$ cat src/rtl/irq_ctrl_pkg.sv
package irq_ctrl_pkg;
  localparam int DATA_W = 16;
  localparam int ADDR_W = 4;
  localparam logic [ADDR_W-1:0] A_MASK = 4'h0;
  localparam logic [ADDR_W-1:0] A_MODE = 4'h1;
  localparam logic [ADDR_W-1:0] A_BASE = 4'h2;
  localparam logic [ADDR_W-1:0] A_PEND = 4'h3;
endpackage

$ cat src/rtl/irq_regs.sv
module irq_regs
  import irq_ctrl_pkg::*;
#(
  parameter int N_INT  = 5,
  parameter int N_EXT  = 3,
  parameter int BASE_W = 5,
  localparam int N_SRC = N_INT + N_EXT
) (
  input  logic              clk_i,
  input  logic              rst_ni,
  input  logic [ADDR_W-1:0] addr_i,
  input  logic [DATA_W-1:0] wdata_i,
  input  logic              we_i,
  input  logic [N_SRC-1:0]  pend_i,
  output logic [N_SRC-1:0]  mask_o,
  output logic [N_EXT-1:0]  mode_o,
  output logic [BASE_W-1:0] base_o,
  output logic [N_EXT-1:0]  w1c_o,
  output logic [DATA_W-1:0] rdata_o
);
  always_ff @(posedge clk_i or negedge rst_ni) begin
    if (!rst_ni) begin
      mask_o <= '0;
      mode_o <= '0;
      base_o <= '0;
    end else if (we_i) begin
      case (addr_i)
        A_MASK:  mask_o <= wdata_i[N_SRC-1:0];
        A_MODE:  mode_o <= wdata_i[N_EXT-1:0];
        A_BASE:  base_o <= wdata_i[BASE_W-1:0];
        default: ;
      endcase
    end
  end

  assign w1c_o = (we_i && addr_i == A_PEND) ? wdata_i[N_INT +: N_EXT] : '0;

  always_comb begin
    rdata_o = '0;
    case (addr_i)
      A_MASK:  rdata_o[N_SRC-1:0]  = mask_o;
      A_MODE:  rdata_o[N_EXT-1:0]  = mode_o;
      A_BASE:  rdata_o[BASE_W-1:0] = base_o;
      A_PEND:  rdata_o[N_SRC-1:0]  = pend_i;
      default: ;
    endcase
  end
endmodule

$ cat src/rtl/irq_ext.sv
module irq_ext (
  input  logic clk_i,
  input  logic rst_ni,
  input  logic pin_i,
  input  logic edge_mode_i,
  input  logic clr_i,
  output logic pend_o
);
  logic s1_q, s2_q, s3_q, edge_q;
  logic rise;

  assign rise = s2_q & ~s3_q;

  always_ff @(posedge clk_i or negedge rst_ni) begin
    if (!rst_ni) begin
      s1_q   <= 1'b0;
      s2_q   <= 1'b0;
      s3_q   <= 1'b0;
      edge_q <= 1'b0;
    end else begin
      s1_q <= pin_i;
      s2_q <= s1_q;
      s3_q <= s2_q;
      // a new edge wins over a same-cycle clear
      if (!edge_mode_i)  edge_q <= 1'b0;
      else if (rise)     edge_q <= 1'b1;
      else if (clr_i)    edge_q <= 1'b0;
    end
  end

  assign pend_o = edge_mode_i ? edge_q : s2_q;
endmodule

$ cat src/rtl/irq_prio.sv
module irq_prio #(
  parameter int N_SRC = 8,
  localparam int IDX_W = $clog2(N_SRC)
) (
  input  logic [N_SRC-1:0] req_i,
  output logic             any_o,
  output logic [IDX_W-1:0] idx_o
);
  always_comb begin
    idx_o = '0;
    for (int i = N_SRC - 1; i >= 0; i--) begin
      if (req_i[i]) idx_o = IDX_W'(i);
    end
  end
  assign any_o = |req_i;
endmodule

$ cat src/rtl/irq_ctrl.sv
module irq_ctrl
  import irq_ctrl_pkg::*;
#(
  parameter int N_INT = 5,
  parameter int N_EXT = 3,
  parameter int VEC_W = 8,
  localparam int N_SRC  = N_INT + N_EXT,
  localparam int IDX_W  = $clog2(N_SRC),
  localparam int BASE_W = VEC_W - IDX_W
) (
  input  logic              clk_i,
  input  logic              rst_ni,
  input  logic [ADDR_W-1:0] bus_addr_i,
  input  logic [DATA_W-1:0] bus_wdata_i,
  input  logic              bus_we_i,
  output logic [DATA_W-1:0] bus_rdata_o,
  input  logic [N_INT-1:0]  int_src_i,
  input  logic [N_EXT-1:0]  ext_irq_i,
  output logic              irq_o,
  input  logic              inta_i,
  input  logic              pri_i,
  output logic              pri_o,
  output logic [VEC_W-1:0]  vec_o,
  output logic              vec_oe_o
);
  logic [N_SRC-1:0]  mask_q, pend_all, active;
  logic [N_EXT-1:0]  mode_q, w1c, ext_pend;
  logic [BASE_W-1:0] base_q;
  logic [IDX_W-1:0]  win_idx;
  logic              any_act, ack_win;

  irq_regs #(.N_INT(N_INT), .N_EXT(N_EXT), .BASE_W(BASE_W)) u_regs (
    .clk_i, .rst_ni,
    .addr_i(bus_addr_i), .wdata_i(bus_wdata_i), .we_i(bus_we_i),
    .pend_i(pend_all), .mask_o(mask_q), .mode_o(mode_q), .base_o(base_q),
    .w1c_o(w1c), .rdata_o(bus_rdata_o)
  );

  for (genvar j = 0; j < N_EXT; j++) begin : g_ext
    logic ack_clr;
    assign ack_clr = ack_win && (win_idx == IDX_W'(N_INT + j));
    irq_ext u_ext (
      .clk_i, .rst_ni,
      .pin_i(ext_irq_i[j]), .edge_mode_i(mode_q[j]),
      .clr_i(w1c[j] | ack_clr), .pend_o(ext_pend[j])
    );
  end

  assign pend_all = {ext_pend, int_src_i};
  assign active   = pend_all & mask_q;

  irq_prio #(.N_SRC(N_SRC)) u_prio (.req_i(active), .any_o(any_act), .idx_o(win_idx));

  assign ack_win  = inta_i & pri_i & any_act;
  assign irq_o    = any_act;
  assign vec_oe_o = ack_win;
  assign vec_o    = ack_win ? {base_q, win_idx} : '0;
  assign pri_o    = pri_i & ~any_act;
endmodule

$ cat config.mk
export PLATFORM = sky130hd
export DESIGN_NAME = irq_ctrl
export DESIGN_NICKNAME = d
export VERILOG_FILES = /design/src/rtl/irq_ctrl_pkg.sv /design/src/rtl/irq_regs.sv /design/src/rtl/irq_ext.sv /design/src/rtl/irq_prio.sv /design/src/rtl/irq_ctrl.sv
export SDC_FILE = /design/constraint.sdc
export NUM_CORES = 1
export LEC_CHECK = 0
export ABC_AREA = 0
export CAP_MARGIN = 20
export CORE_MARGIN = 10
export CORE_UTILIZATION = 40
export DETAILED_ROUTE_END_ITERATION = 10
export PLACE_DENSITY = 0.74
export SLEW_MARGIN = 5
export SYNTH_ARGS = -nofsm -noshare
export SYNTH_HDL_FRONTEND = slang
export SYNTH_SLANG_ARGS = --single-unit
$ cat constraint.sdc
create_clock -name clk_i -period 4.2 [get_ports clk_i]
set_input_delay 0.84 -clock clk_i [delete_from_list [all_inputs] [get_ports clk_i]]
set_output_delay 0.84 -clock clk_i [all_outputs]
set_load 0.02 [all_outputs]
==> summary.txt <==
Status
  – Status: finished, final reports clean

Critical path
  – Setup crit end kind: output port
  – Crit. path cell count: 4
  – Worst Path Arrival: 2.90 ns
  – Crit path largest cell delay: 0.73 ns
  – CP Max Fanout: 9
  – Critical path required time: 3.36 ns
  – CP max-delay cell: clkdlybuf4s50_1
  – Cell family with most CP delay: buffers and inverters
  – CP most frequent cell: clkdlybuf4s50_1
  – Crit path kind: in2out
  – R2R depth: 4
  – CP cell instances: clkdlybuf4s50_1, mux4_1, and2_1, clkdlybuf4s50_1
  – R2r startpoint: u_regs.mask_o[0]
  – FF-to-FF End: g_ext[2].u_ext.edge_q
  – Crit path from: bus_addr_i[1]
  – Crit path to: bus_rdata_o[1]
  – R2r setup slk: 2.62 ns
  – Crit start category: input pin
  – Worst path bufs/invs: 2

CTS
  – Post-CTS setup buffer count: 0
  – Clk buf depth: 2
  – Num CTS Buffers: 3
  – # hold bufs at CTS: 0
  – Clock sink total: 28
  – Clk pin slew, worst setup/hold paths: 0.09 ns
  – H-tree levels: 1
  – CTS Root Buffer Type: clkbuf_8
  – Post-CTS sizing: 0
  – CTS tree: yes
  – Clk Latency, worst-skew pair: 0.28 ns

Placement
  – Dpl ws: 0.4569 ns
  – Cell Area, Placed: 0.001992 mm^2
  – Number of cells after detailed placement: 221
  – Port bufs: 43
  – Hpwl dp: 3225 um
  – Gpl congestion: 0.9008

Power
  – Logic pwr share: 30.9%
  – Leak Pwr: 0.0008569 uW
  – Internal power consumption: 577.8 uW
  – Power Total: 834.8 uW
  – Worst vdd ir: 0.0002308 V
  – Psw: 257.0 uW
  – PwrDens: 404.6 mW/mm^2
  – Sequential share of power: 43.4%
  – Switching part of the total: 30.78%
  – Clock power frac: 25.8%

STA
  – Final hold violations: 0
  – Period utilization: 89.09%
  – Max Clock Skew: 0.005245 ns
  – Unrepaired setup endpoints after global routing: false
  – Endpoints failing setup: 0
  – Tmin final: 3.742 ns
  – Slew Viols, Final: 0
  – Max Fclk: 267.3 MHz
  – Setup TNS: 0 ns
  – Setup WS post-layout: 0.4582 ns

Final layout
  – P&R area growth vs syn: 33.52%
  – Share of cells above drive strength 1: 19.21%
  – Final std cells w/o fill: 225
  – Diode count: 0
  – Fin nets: 211
  – Most frequent cells in the layout: clkdlybuf4s50_1 (43), dfrtp_1 (28), mux2_2 (17)
  – Commonest non-fill, non-tap cell in the layout: clkdlybuf4s50_1
  – Fin area: 0.002063 mm^2

Synth
  – YS warnings: 0
  – Cells after Synth: 133
  – Avg Inst Size Synth: 11.62 um^2
  – Post-synthesis sequential area ratio: 45.34%
  – Cell Area, Synth: 0.001545 mm^2
  – Yosys reg bits: 28
  – Synth cell types: 36

Floorplanning
  – Core outline area: 0.003689 mm^2
  – Die Width: 82.16 um
  – Initial core utilization: 41.89%
  – DIE AREA: 0.006749 mm^2
  – Ports: 60
  – Die Ht: 82.16 um
  – Row Count: 22

Route
  – Starting DRT DRC Count: 82
  – ANT nets after route: 0
  – Final wirelength: 4031 um
  – Vias per cell: 5.436
  – # DRC: 0
  – Detailed-route via count: 1,223
  – Drt first pass iters: 4
  – DR WL/cell: 17.92 um

GRT
  – Initial antenna violation count: 0
  – Vias in the first global route: 1,322
  – Global-route wire length before repair: 6548 um
  – Total congestion overflow: 0
  – GRT Total Usage: 12.38%
  – Pin count of the biggest net entering global routing: 29

Job
  – Max-cap violations: 0

Worst hold path
  – Worst Hold Launch: g_ext[0].u_ext.s1_q
  – Type of the most critical hold path: reg2reg
[worst reg2reg max path, delay by kind of cell (launching register included)]
kind / cells / cell delay, ns
AOI/OAI and AO/OA: 2 / 0.44
DFF: 1 / 0.43
and+or+nand+nor: 2 / 0.59
[layout make-up]
class / count / area, um^2
flip-flops and latches: 28 / 700.7
inverters: 1 / 3.754
well taps: 48 / 60.06
clock buffers: 3 / 41.29
clock inverters: 1 / 30.03
fillers: 330 / 1625
multi-input cells: 100 / 789.5
repair buffers: 44 / 437.9
[through the flow]
| step | hold WS [ns] | utilization (%) |
|---|---|---|
| after global routing | 0.3716 | 55.94 |
| final | 0.3564 | 55.94 |
| after global placement | 0.3317 | 54.00 |
| after detailed placement | 0.3381 | 54.00 |
| after floorplan | 0.3312 | - |
| after CTS | 0.3620 | 55.94 |
[worst min-delay path by stage]
stage,slack [ns],cells past startpoint,to
after floorplan,0.33,0,g_ext[0].u_ext.s2_q
after global placement,0.33,0,g_ext[1].u_ext.s2_q
after detailed placement,0.34,0,g_ext[0].u_ext.s2_q
after CTS,0.36,0,g_ext[0].u_ext.s2_q
after global routing,0.37,0,g_ext[2].u_ext.s2_q
final,0.36,0,g_ext[0].u_ext.s2_q
[kinds of logic after synthesis]
kind of cell    Yosys count  synth area share (%)
simple gates             46                 16.60
flops                    28                 45.34
mux                      24                 20.24
compound gates           22                 12.31
buf+inv                  12                 5.263
other cells               1                0.2427
[power groups by stage]
| stage | clock, uW | combinational [uW] | sequential (uW) |
|---|---|---|---|
| 2_1_floorplan | 0 | 174 | 351 |
| 5_1_grt | 230 | 279 | 370 |
| 3_3_place_gp | 0 | 251 | 363 |
| 3_5_place_dp | 0 | 258 | 367 |
| 4_1_cts | 221 | 259 | 362 |
| 6_report | 215 | 258 | 362 |
[flip-flops by register name, indices dropped and copies added, names as in the netlist]
name and count:
g_ext.u_ext.s3_q 3, u_regs.mask_o 8, u_regs.base_o 5, g_ext.u_ext.s1_q 3, g_ext.u_ext.s2_q 3, u_regs.mode_o 3, g_ext.u_ext.edge_q 3
[metal layers]
layer	global-route usage (%)	vias to the layer above	wire, um
met2	21.79	52	2074
met3	3.564	5	363
met1	14.10	605	1544
li1	-	561	-
met4	4.082	0	48
met5	0	-	0
[Yosys cell counts]
cell type | instances | area (um^2)
o21ai_0 | 1 | 5.000
mux2_2 | 17 | 191.4
nand2_1 | 7 | 26.28
mux2_4 | 2 | 30.03
nand3_2 | 1 | 10.01
buf_2 | 2 | 10.01
mux4_1 | 1 | 26.28
mux2i_1 | 2 | 20.02
conb_1 | 1 | 3.750
a31oi_1 | 2 | 12.51
or2_1 | 1 | 6.260
a21boi_4 | 1 | 18.77
and3_1 | 1 | 6.260
o2111ai_1 | 1 | 8.760
a31o_2 | 1 | 8.760
a31oi_4 | 1 | 21.27
nand3_1 | 4 | 20.02
nor4b_2 | 1 | 15.01
nand4_1 | 5 | 31.28
o31a_1 | 1 | 8.760
and2_2 | 1 | 7.510
nor2_1 | 11 | 41.29
buf_4 | 9 | 67.56
nand4b_1 | 2 | 17.52
inv_1 | 1 | 3.750
a32oi_1 | 1 | 8.760
and2_1 | 10 | 62.56
a22oi_4 | 1 | 21.27
a22o_1 | 1 | 8.760
dfrtp_1 | 28 | 700.7
mux4_2 | 2 | 45.04
a22oi_1 | 5 | 37.54
nand2b_1 | 1 | 6.260
o21ai_1 | 1 | 5.000
a21oi_1 | 5 | 25.02
nor2_2 | 1 | 6.260
Note: power is estimated with default switching activity, not from simulation.
